**src/rtl/spec_tag_pkg.sv**
```systemverilog
package spec_tag_pkg;

  localparam int KIND_W = 3;

  localparam logic [KIND_W-1:0] K_NOP    = 3'd0;
  localparam logic [KIND_W-1:0] K_PROP   = 3'd1;
  localparam logic [KIND_W-1:0] K_SPECLD = 3'd2;
  localparam logic [KIND_W-1:0] K_LOAD   = 3'd3;
  localparam logic [KIND_W-1:0] K_STORE  = 3'd4;
  localparam logic [KIND_W-1:0] K_CHECK  = 3'd5;

  // strobes from control to the tag store
  typedef struct packed {
    logic wrEn;        // write the operation's destination tag
    logic wrTag;       // value to write
    logic raiseFault;  // poisoned non-speculative use
    logic takeCheck;   // check found poison
  } tagStrobe_t;

endpackage

```
**src/rtl/spec_tag_ctrl.sv**
```systemverilog
module spec_tag_ctrl
  import spec_tag_pkg::*;
(
  input  logic              clk,
  input  logic              rst,
  input  logic              opValid,
  input  logic [KIND_W-1:0] opKind,
  input  logic              opFault,
  input  logic              tagA,
  input  logic              tagB,
  output tagStrobe_t        stb,
  output logic              faultOut,
  output logic              checkBranch
);

  always_comb begin
    stb = '0;
    if (opValid) begin
      unique case (opKind)
        K_PROP: begin
          stb.wrEn  = 1'b1;
          stb.wrTag = tagA | tagB;
        end
        K_SPECLD: begin
          stb.wrEn  = 1'b1;
          stb.wrTag = tagA | opFault;
        end
        K_LOAD: begin
          if (tagA) begin
            stb.raiseFault = 1'b1;
          end else begin
            stb.wrEn  = 1'b1;
            stb.wrTag = 1'b0;
          end
        end
        K_STORE: stb.raiseFault = tagA | tagB;
        K_CHECK: stb.takeCheck  = tagA;
        default: ;
      endcase
    end
  end

  always_ff @(posedge clk) begin
    if (rst) begin
      faultOut    <= 1'b0;
      checkBranch <= 1'b0;
    end else begin
      faultOut    <= stb.raiseFault;
      checkBranch <= stb.takeCheck;
    end
  end

  // a fault only follows a load or store
  p_fault_from_consumer_r4: assert property (@(posedge clk) disable iff (rst)
    faultOut |-> ($past(opValid) && ($past(opKind) == K_LOAD || $past(opKind) == K_STORE)));

  // a branch only follows a check
  p_branch_from_check_r5: assert property (@(posedge clk) disable iff (rst)
    checkBranch |-> ($past(opValid) && $past(opKind) == K_CHECK));

  // a check never raises a fault
  p_check_no_fault_r5: assert property (@(posedge clk) disable iff (rst)
    !(faultOut && checkBranch));

endmodule

```
**src/rtl/spec_tag_store.sv**
```systemverilog
module spec_tag_store
  import spec_tag_pkg::*;
#(
  parameter int NUM_REGS  = 128,
  parameter bit HARD_ZERO = 1'b1,
  localparam int IDX_W    = $clog2(NUM_REGS)
)(
  input  logic             clk,
  input  logic             rst,
  input  tagStrobe_t       stb,
  input  logic [IDX_W-1:0] dstIdx,
  input  logic [IDX_W-1:0] srcAIdx,
  input  logic [IDX_W-1:0] srcBIdx,
  input  logic             rsEn,
  input  logic [IDX_W-1:0] rsIdx,
  input  logic             rsTag,
  input  logic [IDX_W-1:0] rdIdx,
  output logic             tagA,
  output logic             tagB,
  output logic             rdTag
);

  logic [NUM_REGS-1:0] tagQ;
  logic [NUM_REGS-1:0] tagMerged;
  logic [NUM_REGS-1:0] tagD;

  // restore first, operation second: the operation wins
  always_comb begin
    tagMerged = tagQ;
    if (rsEn)     tagMerged[rsIdx]  = rsTag;
    if (stb.wrEn) tagMerged[dstIdx] = stb.wrTag;
  end

  generate
    if (HARD_ZERO) begin : g_zero
      always_comb begin
        tagD    = tagMerged;
        tagD[0] = 1'b0;
      end
    end else begin : g_plain
      assign tagD = tagMerged;
    end
  endgenerate

  always_ff @(posedge clk) begin
    if (rst) tagQ <= '0;
    else     tagQ <= tagD;
  end

  assign tagA  = tagQ[srcAIdx];
  assign tagB  = tagQ[srcBIdx];
  assign rdTag = tagD[rdIdx];   // bypass of the incoming write

  // a faulting consumer leaves its destination tag untouched
  p_fault_keeps_dest_r4: assert property (@(posedge clk) disable iff (rst)
    (stb.raiseFault && !(rsEn && rsIdx == dstIdx))
      |=> tagQ[$past(dstIdx)] == $past(tagQ[dstIdx]));

endmodule

```
**src/rtl/spec_tag_unit.sv**
```systemverilog
module spec_tag_unit
  import spec_tag_pkg::*;
#(
  parameter int NUM_REGS = 128,
  localparam int IDX_W   = $clog2(NUM_REGS)
)(
  input  logic              clk,
  input  logic              rst,
  input  logic              opValid,
  input  logic [KIND_W-1:0] opKind,
  input  logic [IDX_W-1:0]  opDst,
  input  logic [IDX_W-1:0]  opSrcA,
  input  logic [IDX_W-1:0]  opSrcB,
  input  logic              opFault,
  input  logic              rsEn,
  input  logic [IDX_W-1:0]  rsIdx,
  input  logic              rsTag,
  input  logic [IDX_W-1:0]  rdIdx,
  output logic              rdTag,
  output logic              faultOut,
  output logic              checkBranch
);

  tagStrobe_t stb;
  logic       tagA;
  logic       tagB;

  spec_tag_ctrl u_ctrl (
    .clk(clk), .rst(rst), .opValid(opValid), .opKind(opKind),
    .opFault(opFault), .tagA(tagA), .tagB(tagB), .stb(stb),
    .faultOut(faultOut), .checkBranch(checkBranch)
  );

  spec_tag_store #(.NUM_REGS(NUM_REGS), .HARD_ZERO(1'b1)) u_store (
    .clk(clk), .rst(rst), .stb(stb), .dstIdx(opDst),
    .srcAIdx(opSrcA), .srcBIdx(opSrcB), .rsEn(rsEn), .rsIdx(rsIdx),
    .rsTag(rsTag), .rdIdx(rdIdx), .tagA(tagA), .tagB(tagB), .rdTag(rdTag)
  );

endmodule

```
**config.mk**
```make
export PLATFORM = sky130hd
export DESIGN_NAME = spec_tag_unit
export DESIGN_NICKNAME = d
export VERILOG_FILES = /design/src/rtl/spec_tag_pkg.sv /design/src/rtl/spec_tag_ctrl.sv /design/src/rtl/spec_tag_store.sv /design/src/rtl/spec_tag_unit.sv
export SDC_FILE = /design/constraint.sdc
export NUM_CORES = 1
export LEC_CHECK = 0
export BUFFER_PORTS_ARGS = -buffer_cell sky130_fd_sc_hd__buf_2
export CORE_ASPECT_RATIO = 0.75
export CORE_UTILIZATION = 35
export DETAILED_ROUTE_END_ITERATION = 10
export PLACE_DENSITY = 0.57
export SKIP_LAST_GASP = 1
export SLEW_MARGIN = 20
export SYNTH_ARGS = -nofsm -noshare
export SYNTH_HDL_FRONTEND = slang
export SYNTH_SLANG_ARGS = --single-unit
```
**constraint.sdc**
```tcl
create_clock -name clk -period 5.35 [get_ports clk]
set_input_delay 0.8025 -clock clk [delete_from_list [all_inputs] [get_ports clk]]
set_output_delay 0.8025 -clock clk [all_outputs]
set_load 0.01 [all_outputs]
```
### After elaboration in Yosys (flattened, before gate mapping)

Index checks and enable logic that the tools add are counted.

| word-level totals | value |
|---|---|
| output and inout port bits | 3 |
| register bits | 130 |
| logic and storage cells | 44 |
| bits of input ports | 44 |

| operators by class | value |
|---|---|
| muxes and demuxes | 20 |
| reductions and logical operators | 4 |
| equal/unequal tests | 5 |
| order comparisons | 7 |
| bitwise operators | 4 |

Operators with widths:

| cell | number |
|---|---|
| 128-bit bitwise mux | 2 |
| 128-bit two-way mux | 2 |
| 7-bit by 8-bit < comparator with 1-bit output (second input constant) | 5 |
| 1-bit binary-select mux with 7-bit select | 3 |
| 1-bit demux with 7-bit select | 2 |
| 7-bit by 1-bit greater-or-equal comparator with 1-bit output (second input constant) | 2 |
| 1-bit two-way mux | 7 |
| 3-bit by 2-bit == test with 1-bit output (second input constant) | 2 |
| 3-bit == test (second input constant) | 2 |
| 2-bit one-hot mux with 3 select lines | 1 |
| 4-bit two-way mux | 1 |
| 3-bit by 1-bit == test with 1-bit output (second input constant) | 1 |
| 3-bit OR reduction | 1 |
| 1-bit logical AND | 2 |
| 2-bit two-way mux | 1 |
| 1-bit inverter | 2 |
| 1-bit bitwise OR | 2 |
| 1-bit one-hot mux with 2 select lines | 1 |
| 2-bit OR reduction | 1 |

### Logic depth before layout (Yosys ltp)

Gate-level depths: netlist of run 1.

| depth | value |
|---|---|
| word-level depth | 10 |
| mapped depth | 20 |
| mapped depth without buffers | 13 |

### Modules after synthesis

Synthesis of run 1 repeated with hierarchy kept, for this count alone.

| second synthesis, totals | value |
|---|---|
| cells, all modules | 1444 |
| area, all modules | 11501.0 µm² |

Modules (own cells, without submodules):

| module | sequential area each (µm²) | area each (µm²) | instances | cells each |
|---|---|---|---|---|
| spec_tag_store | 2542.4 | 11362.1 | 1 | 1427 |
| spec_tag_ctrl | 40.0 | 138.9 | 1 | 17 |

### Least setup slack after synthesis of run 1

Ideal clock, no wire load.

| timing path | value |
|---|---|
| path type | input-to-output |
| start point | input opSrcA[3] |
| end point | output rdTag |
| path slack | 469 ps |
| cell stages on the path | 15 |
| buffers on the path | 3 |
| arrival | 4079 ps |
| required time | 4548 ps |
| cell sequence | buf_2 -> buf_1 -> mux4_2 -> mux2i_1 -> nand3_1 -> a41oi_4 -> a21o_1 -> buf_4 -> nand3_2 -> nor2_1 -> mux2i_1 -> o32ai_1 -> or4_1 -> a311oi_1 -> o32a_1 |

| between the ends | value |
|---|---|
| cells in the longest elaborated chain, start to end | 9 |
| elaborated cells between the ends (all ways) | 11 |
| those cells by class | mux: 9; bitwise: 2 |

Ends and longest elaborated chain:

| element | line | source |
|---|---|---|
| start: declaration | spec_tag_unit.sv:12 | `input logic [IDX_W-1:0] opSrcA,` |
| 1-bit binary-select mux with 7-bit select * | spec_tag_store.sv:50 | `assign tagA = tagQ[srcAIdx];` |
| 1-bit two-way mux (implied by the code) * | spec_tag_store.sv:50 |  |
| 1-bit bitwise OR (on tied branches) | spec_tag_ctrl.sv:26, spec_tag_ctrl.sv:22 |  |
| 2-bit one-hot mux with 3 select lines * | spec_tag_ctrl.sv:19 | `unique case (opKind)` |
| 4-bit two-way mux * | spec_tag_ctrl.sv:18 | `if (opValid) begin` |
| 128-bit bitwise mux | spec_tag_store.sv:31 | `if (stb.wrEn) tagMerged[dstIdx] = stb.wrTag;` |
| 128-bit two-way mux * | spec_tag_store.sv:31 |  |
| 1-bit binary-select mux with 7-bit select * | spec_tag_store.sv:52 | `assign rdTag = tagD[rdIdx];` |
| 1-bit two-way mux (implied by the code) * | spec_tag_store.sv:52 |  |
| end: declaration | spec_tag_unit.sv:19 | `output logic rdTag,` |

Mark *: on every way between the ends. The rest lies on a longest branch, timed or not. The select of a mux whose other input is x is not followed.

### Final worst setup path of run 1

| timing path | value |
|---|---|
| start point | input opSrcA[2] |
| end point | output rdTag |

The elaborated chain is that of the path after synthesis.

==> results of run 1 <==
==> final timing paths <==
check / startpoint / endpoint / slack, ns
setup / recovery: opSrcA[2] / rdTag / -0.35
hold / removal: opValid / u_ctrl.faultOut$_SDFF_PP0_ / 0.63
hold reg to reg: u_store.tagQ[42]$_SDFF_PP0_ / u_store.tagQ[42]$_SDFF_PP0_ / 0.65
setup reg to reg: u_store.tagQ[83]$_SDFF_PP0_ / u_store.tagQ[123]$_SDFF_PP0_ / 1.76
==> layout by cell type (no fill, tap or decap), types with 46 or more instances in the layout <==
| cell type | count |
|---|---|
| sky130_fd_sc_hd__buf_4 | 302 |
| sky130_fd_sc_hd__nand2_1 | 194 |
| sky130_fd_sc_hd__nor2_1 | 192 |
| sky130_fd_sc_hd__mux2i_1 | 136 |
| sky130_fd_sc_hd__dfxtp_1 | 129 |
| sky130_fd_sc_hd__a21oi_1 | 71 |
| sky130_fd_sc_hd__nor3_1 | 56 |
| sky130_fd_sc_hd__a311oi_1 | 51 |
| sky130_fd_sc_hd__mux4_2 | 50 |
| sky130_fd_sc_hd__mux2_2 | 47 |
| sky130_fd_sc_hd__a31oi_1 | 47 |
| sky130_fd_sc_hd__a211oi_1 | 46 |
==> report_power, final <==
group / switching (mW) / leakage (nW) / internal, mW
sequential: 0.00402 / 1.04 / 0.963
clock: 0.563 / 0.288 / 0.705
combinational: 0.500 / 5.06 / 0.254
==> layout make-up <==
cell class / count / area (µm²)
sequential: 129 / 2582
clock inverter: 14 / 155.1
clock buffer: 18 / 439.2
multi-input combinational: 1284 / 9464
timing repair buffer: 379 / 3131
fill: 3480 / 18360
inverter: 14 / 56.30
tap: 457 / 571.8
antenna: 3 / 7.507
==> metrics by stage <==
| stage | power (mW) | utilization | hold WS, ns |
|---|---|---|---|
| after global placement | 1.647 | 0.4355 | 0.6165 |
| after detailed placement | 1.645 | 0.4355 | 0.6342 |
| after floorplan | 1.304 | - | 0.5663 |
| after CTS | 2.924 | 0.4614 | 0.6187 |
| final | 2.990 | 0.4719 | 0.6278 |
| after global routing | 3.034 | 0.4717 | 0.6227 |
==> worst reg2reg max path, delay by kind of cell, from the launching register on <==
| kind | cells | cell delay, ns |
|---|---|---|
| flops | 1 | 0.35 |
| compound gates | 2 | 0.44 |
| buf+inv | 5 | 0.89 |
| mux | 3 | 1.04 |
| simple gates | 3 | 0.81 |
==> per-layer routing <==
metal	wire, µm	up-vias
met5	0	-
met4	3730	0
met3	12160	249
met2	29950	1331
met1	33040	7534
li1	-	6470
==> sequential cells by signal, indices dropped and copies added, names as in the netlist <==
signal	count
u_ctrl.checkBranch	1
u_ctrl.faultOut	1
u_store.tagQ	127
==> logic make-up (layout without fill, tap and decap cells) <==
logic type / Yosys count / after routing / share of synthesized area
and+or+nand+nor: 668 / 668 / 0.2570
buffers and inverters: 164 / 425 / 0.06048
xor gates and xnor gates: 1 / 1 / 0.0007057
muxes: 245 / 245 / 0.2528
DFF: 129 / 129 / 0.2080
other: 0 / 3 / 0
AOI/OAI and AO/OA: 370 / 370 / 0.2209
==> timing repair <==
action,in CTS,in global routing
setup buffers,5,12
gates resized for setup,42,51
pin swaps,11,23
setup endpoints to repair,1,1
hold buffers,0,0
cloned,2,1
==> summary by stage, run 1 <==
Yosys
The number of different library cells in the post-synthesis netlist is 94. The instance count of the mapped netlist is 1577. After synthesis the cells add up to 0.01241 mm². The most common cell in the synthesized netlist is sky130_fd_sc_hd__nor2_1. The async set or reset register ratio after synthesis is 0. After synthesis, the cell types taking the most area are sky130_fd_sc_hd__dfxtp_1 21%, sky130_fd_sc_hd__mux2i_1 12%, sky130_fd_sc_hd__mux4_2 9.1%, sky130_fd_sc_hd__nor2_1 5.9%, sky130_fd_sc_hd__nand2_1 5.9%. A synthesized cell averages 7.871 µm². The number of nets in the synthesized netlist is 1621. Yosys printed 0 warnings. By count the netlist is led by 196 x sky130_fd_sc_hd__nor2_1, 194 x sky130_fd_sc_hd__nand2_1, 147 x sky130_fd_sc_hd__mux2i_1, 129 x sky130_fd_sc_hd__dfxtp_1, 99 x sky130_fd_sc_hd__clkbuf_1.

The share of synthesized area in the top cell type comes to 0.2080. The flip-flop cell with the highest count after synthesis is sky130_fd_sc_hd__dfxtp_1. The number of register bits inferred by synthesis is 129.

The sequential area share after synthesis is 0.2080. Yosys mapped a number of flops with a built-in enable equal to 0. The synthesized design spends more area on one cell type than any other, namely sky130_fd_sc_hd__dfxtp_1.

Global routing
The first global-routing pass estimated 109.2 mm of wire. For this run, global-route usage on met2 was measured as 0.5822. The number of global-route vias before repair is 14250. The global routing's busiest layer is met1. The final global-route overflow total is 0. The largest net degree at the start of global routing is 81. In the global route stage, met3 resource usage came out at 0.1659.

In the global route stage, met1 resource usage came out at 0.6083. The number of antenna violations at the first check in global routing was 1. The all-layer global routing usage is 0.4346.

Cells and area
With fillers left out, the area of the finished cells amounts to 0.01641 mm². The final-stage net count is 1869. Compared with the post-synthesis result, the final layout area differs by 32.17%. The non-filler instance count after layout is 2298. The share of post-route cells with drive strength above 1 is 0.3270.

Critical path
The worst setup path is of the in -> out kind. The number of logic stages on the critical path including buffering is 19. The worst setup path is launched from an input pin. For the worst setup path, the data required time is 4.55 ns. The kind of end point of the critical path is an output port. For this run, the slowest stage of the critical path takes 0.55 ns. In this design, the critical path's most frequently occurring cell is sky130_fd_sc_hd__buf_12. The buffering stage count on the worst path with inverters included is 7. Along the worst path, the maximum fanout reaches 8. The signal on the critical path passes through buf_12 > buf_12 > buf_8 > mux4_2 > mux2i_2 > nand2_1 > a41oi_4 > buf_6 > a21oi_4 > buf_6 > buf_12 > nor2_4 > and4_1 > a211oi_2 > or4_1 > a311oi_2 > a311oi_4 > o32a_1 > buf_2.

The cell family contributing the most delay on the critical path is compound AO/OA/AOI/OAI gates. The slowest stage of the critical path is the sky130_fd_sc_hd__or4_1 cell. Data on the critical path arrives at its endpoint at 4.89 ns. Measured in cells, the most critical reg-to-reg path has a length of 13.

Clock network
CTS placed an instance of sky130_fd_sc_hd__clkbuf_16 at the clock tree root. The clock tree buffer depth is 2. The clock input transition at the sequential cells of the worst setup and hold paths is 0.07 ns.

TritonCTS created 17 clock buffers. Clock latency on the worst-skew pair, taken at its later pin, is 0.46 ns. The H-tree level count is 4.

The TritonCTS clock tree is built. The total number of clock tree sinks is 129.

Power and ir drop
Dividing total power by cell area gives a power density of 182.2 mW/mm². The cell leakage power is 6.391 nW. The maximum vdd ir drop is 191.2 µV.

Place
The congestion estimate from routability-driven global placement came to 1.064. In this run the tool buffered the top-level ports with 46 buffer cells. Once placement completed, the tool counted placed cells totaling 2245.

After detailed placement, the total cell area comes to 0.01514 mm². The final HPWL from detailed placement is 59.40 mm. The post-placement setup slack is -0.7272 ns.

Timing
The minimum period implied by the final worst setup slack is 5.696 ns. The final worst-path setup slack is -0.3456 ns. For this run, the top clock speed supported by timing is 0.1756 GHz. The final sum of negative setup slack is -0.3456 ns. Clock skew on the completed layout was measured at 0.01373 ns. The number of hold-slack violations in the final timing report came to 0. Setup violations remaining at the end of the flow were counted as 1. The number of max-slew violations in the final report is 0. The share of the clock period used by the worst path after layout is 1.065. Headroom to the max-slew limit came out at 0.2871.

Setup repair after global routing could not meet its margin everywhere. At the pin with the least slew margin, the transition time is 1.069 ns.

Die
The die extent in x is 219.5 µm. The core region is 0.03477 mm². In this run the vertical extent of the chip is 165.1 µm. Row generation in the floorplan step produced 59 rows. The floorplan step defined a die boundary enclosing 0.03623 mm². Pin placement for this block handled 47 I/O pins. The starting density of the core is 0.3570.

Drt
The initial detailed-routing violation count is 2472. The first detailed-routing pass ran for 6 iterations. The wire length per cell after detailed routing is 34.32 µm. After detailed routing, the total wire length is 78.88 mm.

The detailed-route DRC error count is 0. The routed layout has 15580 vias. The via density per instance is 6.782.

The count of antenna-violating nets left after detailed routing is 0.

Outcome
The final reports fail on setup timing. The flow ran to the end, but the final reports show violations.

Hold path
The worst hold path passes through 2 cells. The class of the most critical hold timing path is in -> reg.

Run
The tool flagged a number of max-cap violations equal to 0.
Note: power is estimated with default switching activity, not from simulation.
==> run 2: changes to the inputs <==
- ABC_AREA: unset -> 1
- CELL_PAD_IN_SITES_DETAIL_PLACEMENT: unset -> 2
- CELL_PAD_IN_SITES_GLOBAL_PLACEMENT: unset -> 2
- CORE_UTILIZATION: 35 -> 32
- PLACE_DENSITY: 0.57 -> 0.88
==> summary by stage, run 2 <==
Timing
The minimum period implied by the final worst setup slack is 5.474 ns (was 5.696 ns). The number of hold-slack violations in the final timing report is 0 (unchanged). The worst slew margin relative to its limit is 0.1647 (was 0.2871). The share of the clock period used by the worst path after layout came to 1.023 (was 1.065). The slew at the pin with the worst max-slew slack is 1.253 ns (was 1.069 ns). The number of max-slew violations in the final report is 0 (unchanged).

The number of setup violations in the final report was 1 (unchanged). The final worst-path setup slack is -0.1236 ns (was -0.3456 ns). The final clock skew is 0.01265 ns (was 0.01373 ns). The upper clock frequency limit is 0.1827 GHz (was 0.1756 GHz).

Cells and area
The final-stage net count came to 2217 (was 1869). The area growth from synthesis to layout is 16.11% (was 32.17%). The core utilization of the finished layout came to 0.3763 (was 0.4719). The flip-flop count of the largest register after layout is 127 (unchanged). The share of post-route cells with drive strength above 1 came to 0.1011 (was 0.3270). Biggest registers after layout: u_store.tagQ x127, u_ctrl.checkBranch x1, u_ctrl.faultOut x1 (unchanged). Most used cells in the layout excluding fill and tap cells: 750 x sky130_fd_sc_hd__nand2_1, 409 x sky130_fd_sc_hd__nand3_1, 189 x sky130_fd_sc_hd__o21ai_0 (was 302 x sky130_fd_sc_hd__buf_4, 194 x sky130_fd_sc_hd__nand2_1, 192 x sky130_fd_sc_hd__nor2_1). The register with the most flip-flops is u_store.tagQ (unchanged).

The leading cell type in the layout, fill and taps excluded is sky130_fd_sc_hd__nand2_1 (was sky130_fd_sc_hd__buf_4).

Yosys
The largest area contributor in the netlist is sky130_fd_sc_hd__nand2_1 (was sky130_fd_sc_hd__dfxtp_1). The synthesized area divided by synthesized cell count is 5.350 µm² (was 7.871 µm²). The instance count of the mapped netlist is 2169 (was 1577). Main area contributors after synthesis: sky130_fd_sc_hd__nand2_1 24%, sky130_fd_sc_hd__dfxtp_1 22%, sky130_fd_sc_hd__nand3_1 18%, sky130_fd_sc_hd__o21ai_0 8.2%, sky130_fd_sc_hd__a21oi_1 5.8% (was sky130_fd_sc_hd__dfxtp_1 21%, sky130_fd_sc_hd__mux2i_1 12%, sky130_fd_sc_hd__mux4_2 9.1%, sky130_fd_sc_hd__nor2_1 5.9%, sky130_fd_sc_hd__nand2_1 5.9%).

The number of different library cells in the post-synthesis netlist is 23 (was 94). The number of warning messages in the yosys log is 0 (unchanged). The flip-flop cell with the highest count after synthesis is sky130_fd_sc_hd__dfxtp_1 (unchanged). The number of enable flip-flop cells after synthesis was 0 (unchanged). The combined area of all synthesized cells is 0.01160 mm² (was 0.01241 mm²).

The most common cell in the synthesized netlist was sky130_fd_sc_hd__nand2_1 (was sky130_fd_sc_hd__nor2_1). The number of register bits inferred by synthesis is 129 (unchanged). Synth cell count leaders: 755 x sky130_fd_sc_hd__nand2_1, 414 x sky130_fd_sc_hd__nand3_1, 191 x sky130_fd_sc_hd__o21ai_0, 159 x sky130_fd_sc_hd__nor2_1, 134 x sky130_fd_sc_hd__a21oi_1 (was 196 x sky130_fd_sc_hd__nor2_1, 194 x sky130_fd_sc_hd__nand2_1, 147 x sky130_fd_sc_hd__mux2i_1, 129 x sky130_fd_sc_hd__dfxtp_1, 99 x sky130_fd_sc_hd__clkbuf_1). The share of the synthesized area in the top cell type is 0.2442 (was 0.2080). The sequential area share after synthesis is 0.2225 (was 0.2080). The net count after synthesis was 2213 (was 1621).

The async set or reset register ratio after synthesis came to 0 (unchanged).

Critical path
The startpoint of the lowest-slack register-to-register path is u_store.tagQ[125]$_SDFF_PP0_ (was u_store.tagQ[83]$_SDFF_PP0_). The number of cells on the worst reg-to-reg path is 17 (was 13). The terminus of the critical flop-to-flop path is u_store.tagQ[113]$_SDFF_PP0_ (was u_store.tagQ[123]$_SDFF_PP0_).

The maximum net fanout on the critical path is 20 (was 8). The most common cell type on the critical path is sky130_fd_sc_hd__nand2_1 (was sky130_fd_sc_hd__buf_12). The register-to-register setup slack came to 2.31 ns (was 1.76 ns). The category of the most critical setup path is in -> out (unchanged). The kind of end point of the critical path was an output port (unchanged). The worst stage delay on the critical path is 0.29 ns (was 0.55 ns). The sort of element at the start of the critical path is an input pin (unchanged). The data required time of the worst path is 4.55 ns (about the same).

The endpoint arrival time on the critical path is 4.67 ns (was 4.89 ns). The source of the critical timing path is opSrcA[0] (was opSrcA[2]). The slowest cell on the critical path is sky130_fd_sc_hd__nand3_4 (was sky130_fd_sc_hd__or4_1).

Drt
The initial detailed-routing violation count is 2320 (was 2472). The via density per instance is 6.703 (was 6.782). The detailed-route wire length is 83.27 mm (was 78.88 mm).

The count of antenna-violating nets left after detailed routing is 0 (unchanged). The wire length per cell after detailed routing is 31.40 µm (was 34.32 µm). The number of vias after detailed routing is 17780 (was 15580).

The first-pass iteration count of the detailed router was 7 (was 6). The detailed-route DRC error count is 0 (unchanged).

Power and ir drop
The part of the power in registers is 0.310 (was 0.324). The maximum vdd ir drop is 251.5 µV (was 191.2 µV). The cell leakage power is 4.922 nW (was 6.391 nW). The areal power density over the cells is 231.1 mW/mm² (was 182.2 mW/mm²).

The switching portion of total power was 0.3479 (was 0.3568). The total power consumption of the routed design is 3.114 mW (was 2.990 mW). The net switching power figure is 1.083 mW (was 1.067 mW).

The share of power burned in combinational logic is 0.211 (was 0.252). The design internal power is 2.031 mW (was 1.923 mW). The power share of the clock group came to 0.479 (was 0.424).

Hold path
The class of the most critical hold timing path is in -> reg (unchanged). The launch point of the worst hold path is opKind[0] (was opValid). The worst hold path endpoint is u_ctrl.checkBranch$_SDFF_PP0_ (was u_ctrl.faultOut$_SDFF_PP0_). The instance count along the most critical hold path came to 3 (was 2).

Die
The die extent in x was 221.9 µm (was 219.5 µm). The core area is 0.03581 mm² (was 0.03477 mm²). The floorplan die area is 0.03704 mm² (was 0.03623 mm²).

The starting density of the core is 0.3241 (was 0.3570). The number of placed I/O pins came to 47 (unchanged). The number of rows created at floorplan was 60 (was 59).

The die outline height is 166.9 µm (was 165.1 µm).

Outcome
Result of the run: finished, violations left (unchanged). Failing checks: setup timing (unchanged).

Global routing
The number of antenna violations at the first check in global routing is 4 (was 1). The largest net degree at the start of global routing is 101 (was 81). The global-route wire length before repair was 114.3 mm (was 109.2 mm).

The number of global-route vias before repair is 18130 (was 14250). The final global-route overflow total is 0 (unchanged). The all-layer global routing usage came to 0.4142 (was 0.4346).

Clock network
The worst-skew pair later-pin latency is 0.50 ns (was 0.46 ns). The H-tree level count is 4 (unchanged). The number of buffers added by the clock tree synthesis step came to 17 (unchanged). The total of hold buffers inserted after clock tree synthesis is 0 (unchanged). The clock tree buffer depth is 2 (unchanged). The total number of clock tree sinks was 129 (unchanged).

The TritonCTS clock tree was built (unchanged). The clock input transition at the sequential cells of the worst setup and hold paths is 0.07 ns (about the same). The buffer cell driving the clock tree root is sky130_fd_sc_hd__clkbuf_16 (unchanged).

Run
The number of max-capacitance violations reported is 0 (unchanged).

Place
The final HPWL from detailed placement is 50.17 mm (was 59.40 mm). The port buffer count came to 46 (unchanged). The final weighted congestion of routability-driven global placement is 0.9852 (was 1.064).
run 2: cell count changes after synthesis, moves of 52 or more:
cell and delta:
sky130_fd_sc_hd__nand2_1 +561, sky130_fd_sc_hd__mux2i_1 -147, sky130_fd_sc_hd__a211oi_1 -52, sky130_fd_sc_hd__a311oi_1 -53, sky130_fd_sc_hd__o21ai_0 +175, sky130_fd_sc_hd__o21ai_1 +55
sky130_fd_sc_hd__inv_1 +80, sky130_fd_sc_hd__nor3_1 -52, sky130_fd_sc_hd__a21oi_1 +62, sky130_fd_sc_hd__nand3_1 +369
run 2: critical path, delay by kind of cell:
kind / cells / cell delay (ns)
simple gates: 23 / 2.99
buf+inv: 5 / 0.85
run 2: cell families (layout without fill, tap and decap cells):
| group | Yosys count | after routing | synth area share |
|---|---|---|---|
| AND/OR/NAND/NOR | 1396 | 1397 | 0.5153 |
| AO/OA/AOI/OAI | 385 | 385 | 0.1663 |
| buffers and inverters | 259 | 275 | 0.09596 |
| flip-flops | 129 | 129 | 0.2225 |
| other | 0 | 1 | 0 |
run 2: final cells by class:
type / count / area, µm²
timing repair buffer: 132 / 1112
fill: 4500 / 22340
sequential: 129 / 2582
clock inverter: 10 / 202.7
tap: 465 / 581.8
clock buffer: 22 / 484.2
antenna: 1 / 2.502
inverter: 111 / 429.2
multi-input combinational: 1782 / 8079
run 2: repair_timing:
item	in CTS	in global routing
pin swaps	0	2
resized for setup	1	37
buffers inserted	0	12
gates cloned	0	5
setup endpoints to repair	1	1
run 2: worst max-delay path by stage:
stage               depth (start not counted)    end  slack [ns]
floorplan                                  25  rdTag        1.49
global placement                           27  rdTag        0.32
detailed placement                         26  rdTag        0.06
CTS                                        27  rdTag       0.004
global route                               28  rdTag       -0.17
finish                                     28  rdTag       -0.12
run 2: through the flow:
stage               std cells  area, µm²  TNS [ns]  setup slack, ns  hold slack, ns
floorplan                2169      11600         0            1.486          0.5928
global placement         2602      12430         0           0.3228          0.6313
detailed placement       2602      12430         0          0.06381          0.6490
CTS                      2634      13120         0         0.003953          0.6008
global route             2651      13470   -0.1652          -0.1652          0.6563
finish                   2652      13470   -0.1236          -0.1236          0.6313
run 2: power groups by stage:
stage               combinational (mW)  clock, mW  sequential, mW
floorplan                        0.296          0           0.986
global placement                 0.536          0           0.987
detailed placement               0.558          0           0.987
CTS                              0.565       1.48           0.966
global route                     0.655       1.52           0.965
finish                           0.656       1.49           0.966
run 2: per-layer routing:
metal | routed length, µm | global-route usage
met4 | 6534 | 0.2726
met5 | 27 | 0
met2 | 34970 | 0.6347
met1 | 30900 | 0.5155
met3 | 10840 | 0.1037
==> run 3: changes to the inputs <==
- PLACE_DENSITY: 0.88 -> 0.77
==> summary by stage, run 3 (synthesis results as in run 2) <==
Global routing
The number of antenna violations at the first check in global routing is 0 (was 4). The global-route wire length before repair is 112.9 mm (was 114.3 mm). The global routing's busiest layer is met2 (unchanged).

The global routing usage on met3 came to 0.07657 (was 0.1037). The final global-route overflow total is 0 (unchanged). The met2 global-route usage is 0.6359 (was 0.6347). The all-layer global routing usage is 0.4117 (was 0.4142). The global-route track usage on met1 is 0.5443 (was 0.5155). The number of global-route vias before repair is 17220 (was 18130).

The largest net degree at the start of global routing is 85 (was 101).

Critical path
The category of the most critical setup path is in -> out (unchanged). The data required time of the worst path is 4.55 ns (about the same). The slowest cell on the critical path is sky130_fd_sc_hd__clkbuf_16 (was sky130_fd_sc_hd__nand3_4).

The endpoint arrival time on the critical path is 4.47 ns (was 4.67 ns). The worst stage delay on the critical path was 0.28 ns (was 0.29 ns). The sort of element at the start of the critical path is an input pin (unchanged). The most common cell type on the critical path is sky130_fd_sc_hd__nand2_1 (unchanged). The kind of end point of the critical path is an output port (unchanged).

The maximum net fanout on the critical path is 20 (unchanged).

Timing
The final clock skew came to 0.01594 ns (was 0.01265 ns). The worst slew margin relative to its limit came to 0.2323 (was 0.1647). The number of max-slew violations in the final report is 0 (unchanged). The slew at the pin with the worst max-slew slack came to 1.152 ns (was 1.253 ns). The number of setup violations in the final report is 0 (was 1).

The upper clock frequency limit came to 0.1896 GHz (was 0.1827 GHz). The share of the clock period used by the worst path after layout is 0.9856 (was 1.023). The minimum period implied by the final worst setup slack was 5.273 ns (was 5.474 ns). The final sum of negative setup slack is 0 ns (was -0.1236 ns).

The number of hold-slack violations in the final timing report was 0 (unchanged).

Die
The core area was 0.03581 mm² (unchanged). The die extent in x is 221.9 µm (unchanged). The starting density of the core is 0.3241 (unchanged). The die outline height was 166.9 µm (unchanged).

The number of placed I/O pins is 47 (unchanged). The floorplan die area is 0.03704 mm² (unchanged). The number of rows created at floorplan is 60 (unchanged).

Place
The final weighted congestion of routability-driven global placement is 0.9657 (was 0.9852). The port buffer count was 46 (unchanged). The cell area reported after detailed placement is 0.01254 mm² (was 0.01243 mm²). The final HPWL from detailed placement was 49.76 mm (was 50.17 mm). The total instance count after detailed placement is 2608 (was 2602).

Cells and area
The final-stage net count was 2219 (was 2217). The area growth from synthesis to layout was 16.19% (was 16.11%). The leading cell type in the layout, fill and taps excluded is sky130_fd_sc_hd__nand2_1 (unchanged).

The flip-flop count of the largest register after layout is 127 (unchanged). The non-filler instance count after layout is 2653 (was 2652). Biggest registers after layout: u_store.tagQ x127, u_ctrl.checkBranch x1, u_ctrl.faultOut x1 (unchanged). Most used cells in the layout excluding fill and tap cells: 753 x sky130_fd_sc_hd__nand2_1, 408 x sky130_fd_sc_hd__nand3_1, 189 x sky130_fd_sc_hd__o21ai_0 (was 750 x sky130_fd_sc_hd__nand2_1, 409 x sky130_fd_sc_hd__nand3_1, 189 x sky130_fd_sc_hd__o21ai_0). The post-route standard cell area excluding fillers is 0.01348 mm² (was 0.01347 mm²).

The share of post-route cells with drive strength above 1 was 0.1020 (was 0.1011). The register with the most flip-flops is u_store.tagQ (unchanged).

Power and ir drop
The cell leakage power is 4.938 nW (was 4.922 nW). The maximum vdd ir drop is 181.0 µV (was 251.5 µV). The areal power density over the cells is 219.5 mW/mm² (was 231.1 mW/mm²). The total power consumption of the routed design is 2.960 mW (was 3.114 mW).

Drt
The detailed-route DRC error count is 0 (unchanged). The via density per instance is 6.450 (was 6.703). The wire length per cell after detailed routing came to 29.83 µm (was 31.40 µm). The number of vias after detailed routing is 17110 (was 17780). The initial detailed-routing violation count is 1990 (was 2320). The detailed-route wire length was 79.14 mm (was 83.27 mm). The first-pass iteration count of the detailed router came to 8 (was 7). The count of antenna-violating nets left after detailed routing is 0 (unchanged).

Clock network
The total number of clock tree sinks is 129 (unchanged). The clock tree buffer depth was 2 (unchanged). The number of buffers added by the clock tree synthesis step is 17 (unchanged).

The buffer cell driving the clock tree root was sky130_fd_sc_hd__clkbuf_16 (unchanged). The clock input transition at the sequential cells of the worst setup and hold paths is 0.06 ns (was 0.07 ns). The worst-skew pair later-pin latency is 0.48 ns (was 0.50 ns). The TritonCTS clock tree is built (unchanged).

The H-tree level count is 4 (unchanged). The total of hold buffers inserted after clock tree synthesis is 0 (unchanged).

Outcome
Result of the run: finished, final reports clean (was finished, violations left).

Hold path
The class of the most critical hold timing path is in -> reg (unchanged).

Run
The number of max-capacitance violations reported is 0 (unchanged).
## run 3: cell types whose count changed in the layout (fill, tap and decap cells not counted), sizes merged
cell / previous run / this run
clkbuf: 27 / 29
clkinv: 9 / 11
clkinvlp: 2 / 3
bufinv: 6 / 3
nand3: 428 / 427
## run 3: layout make-up
type | instances | area, µm²
diodes | 1 | 2.502
clock buffers | 21 | 480.5
clock inverters | 10 | 132.6
fillers | 4652 | 22330
inverters | 111 | 430.4
multi-input cells | 1781 | 8020
flip-flops and latches | 129 | 2582
well taps | 465 | 581.8
repair buffers | 135 | 1254
## run 3: critical path: cells and delay by family
kind,cells,cell delay [ns]
buffers and inverters,6,1.03
AOI/OAI and AO/OA,1,0.16
and+or+nand+nor,22,2.40
## run 3: where the power goes
part	switching [mW]	internal (mW)
logic	0.503	0.159
clock network	0.557	0.776
registers	0.00267	0.963
## run 3: final timing paths
path	depth (start not counted)	start	slack [ns]	endpoint
worst max-delay path	29	opSrcA[0]	0.08	rdTag
worst min-delay path	3	opKind[2]	0.63	u_ctrl.faultOut$_SDFF_PP0_
worst max register to register	17	u_store.tagQ[61]$_SDFF_PP0_	2.58	u_store.tagQ[108]$_SDFF_PP0_
worst min register to register	4	u_store.tagQ[38]$_SDFF_PP0_	0.67	u_store.tagQ[38]$_SDFF_PP0_
## run 3: through the flow
stage	hold WS [ns]	worst slack, ns	utilization
finish	0.6348	0.07683	0.3766
CTS	0.6247	0.01192	0.3682
global placement	0.6303	0.09337	0.3501
floorplan	0.5928	1.486	-
detailed placement	0.6513	0.0004938	0.3501
global route	0.6567	-0.08185	0.3765
## run 3: what timing repair did
action | 4_1_cts | 5_1_grt
pin swaps | 0 | 1
endpoints found under the setup margin | 1 | 1
cloned | 1 | 7
setup buffers | 0 | 5
resized for setup | 0 | 24
## run 3: routing by layer
layer  vias to the layer above  wire (µm)
met5                         -          0
met4                         0       4667
met3                       311       7732
met2                      1048      33520
met1                      8514      33230
li1                       7240          -
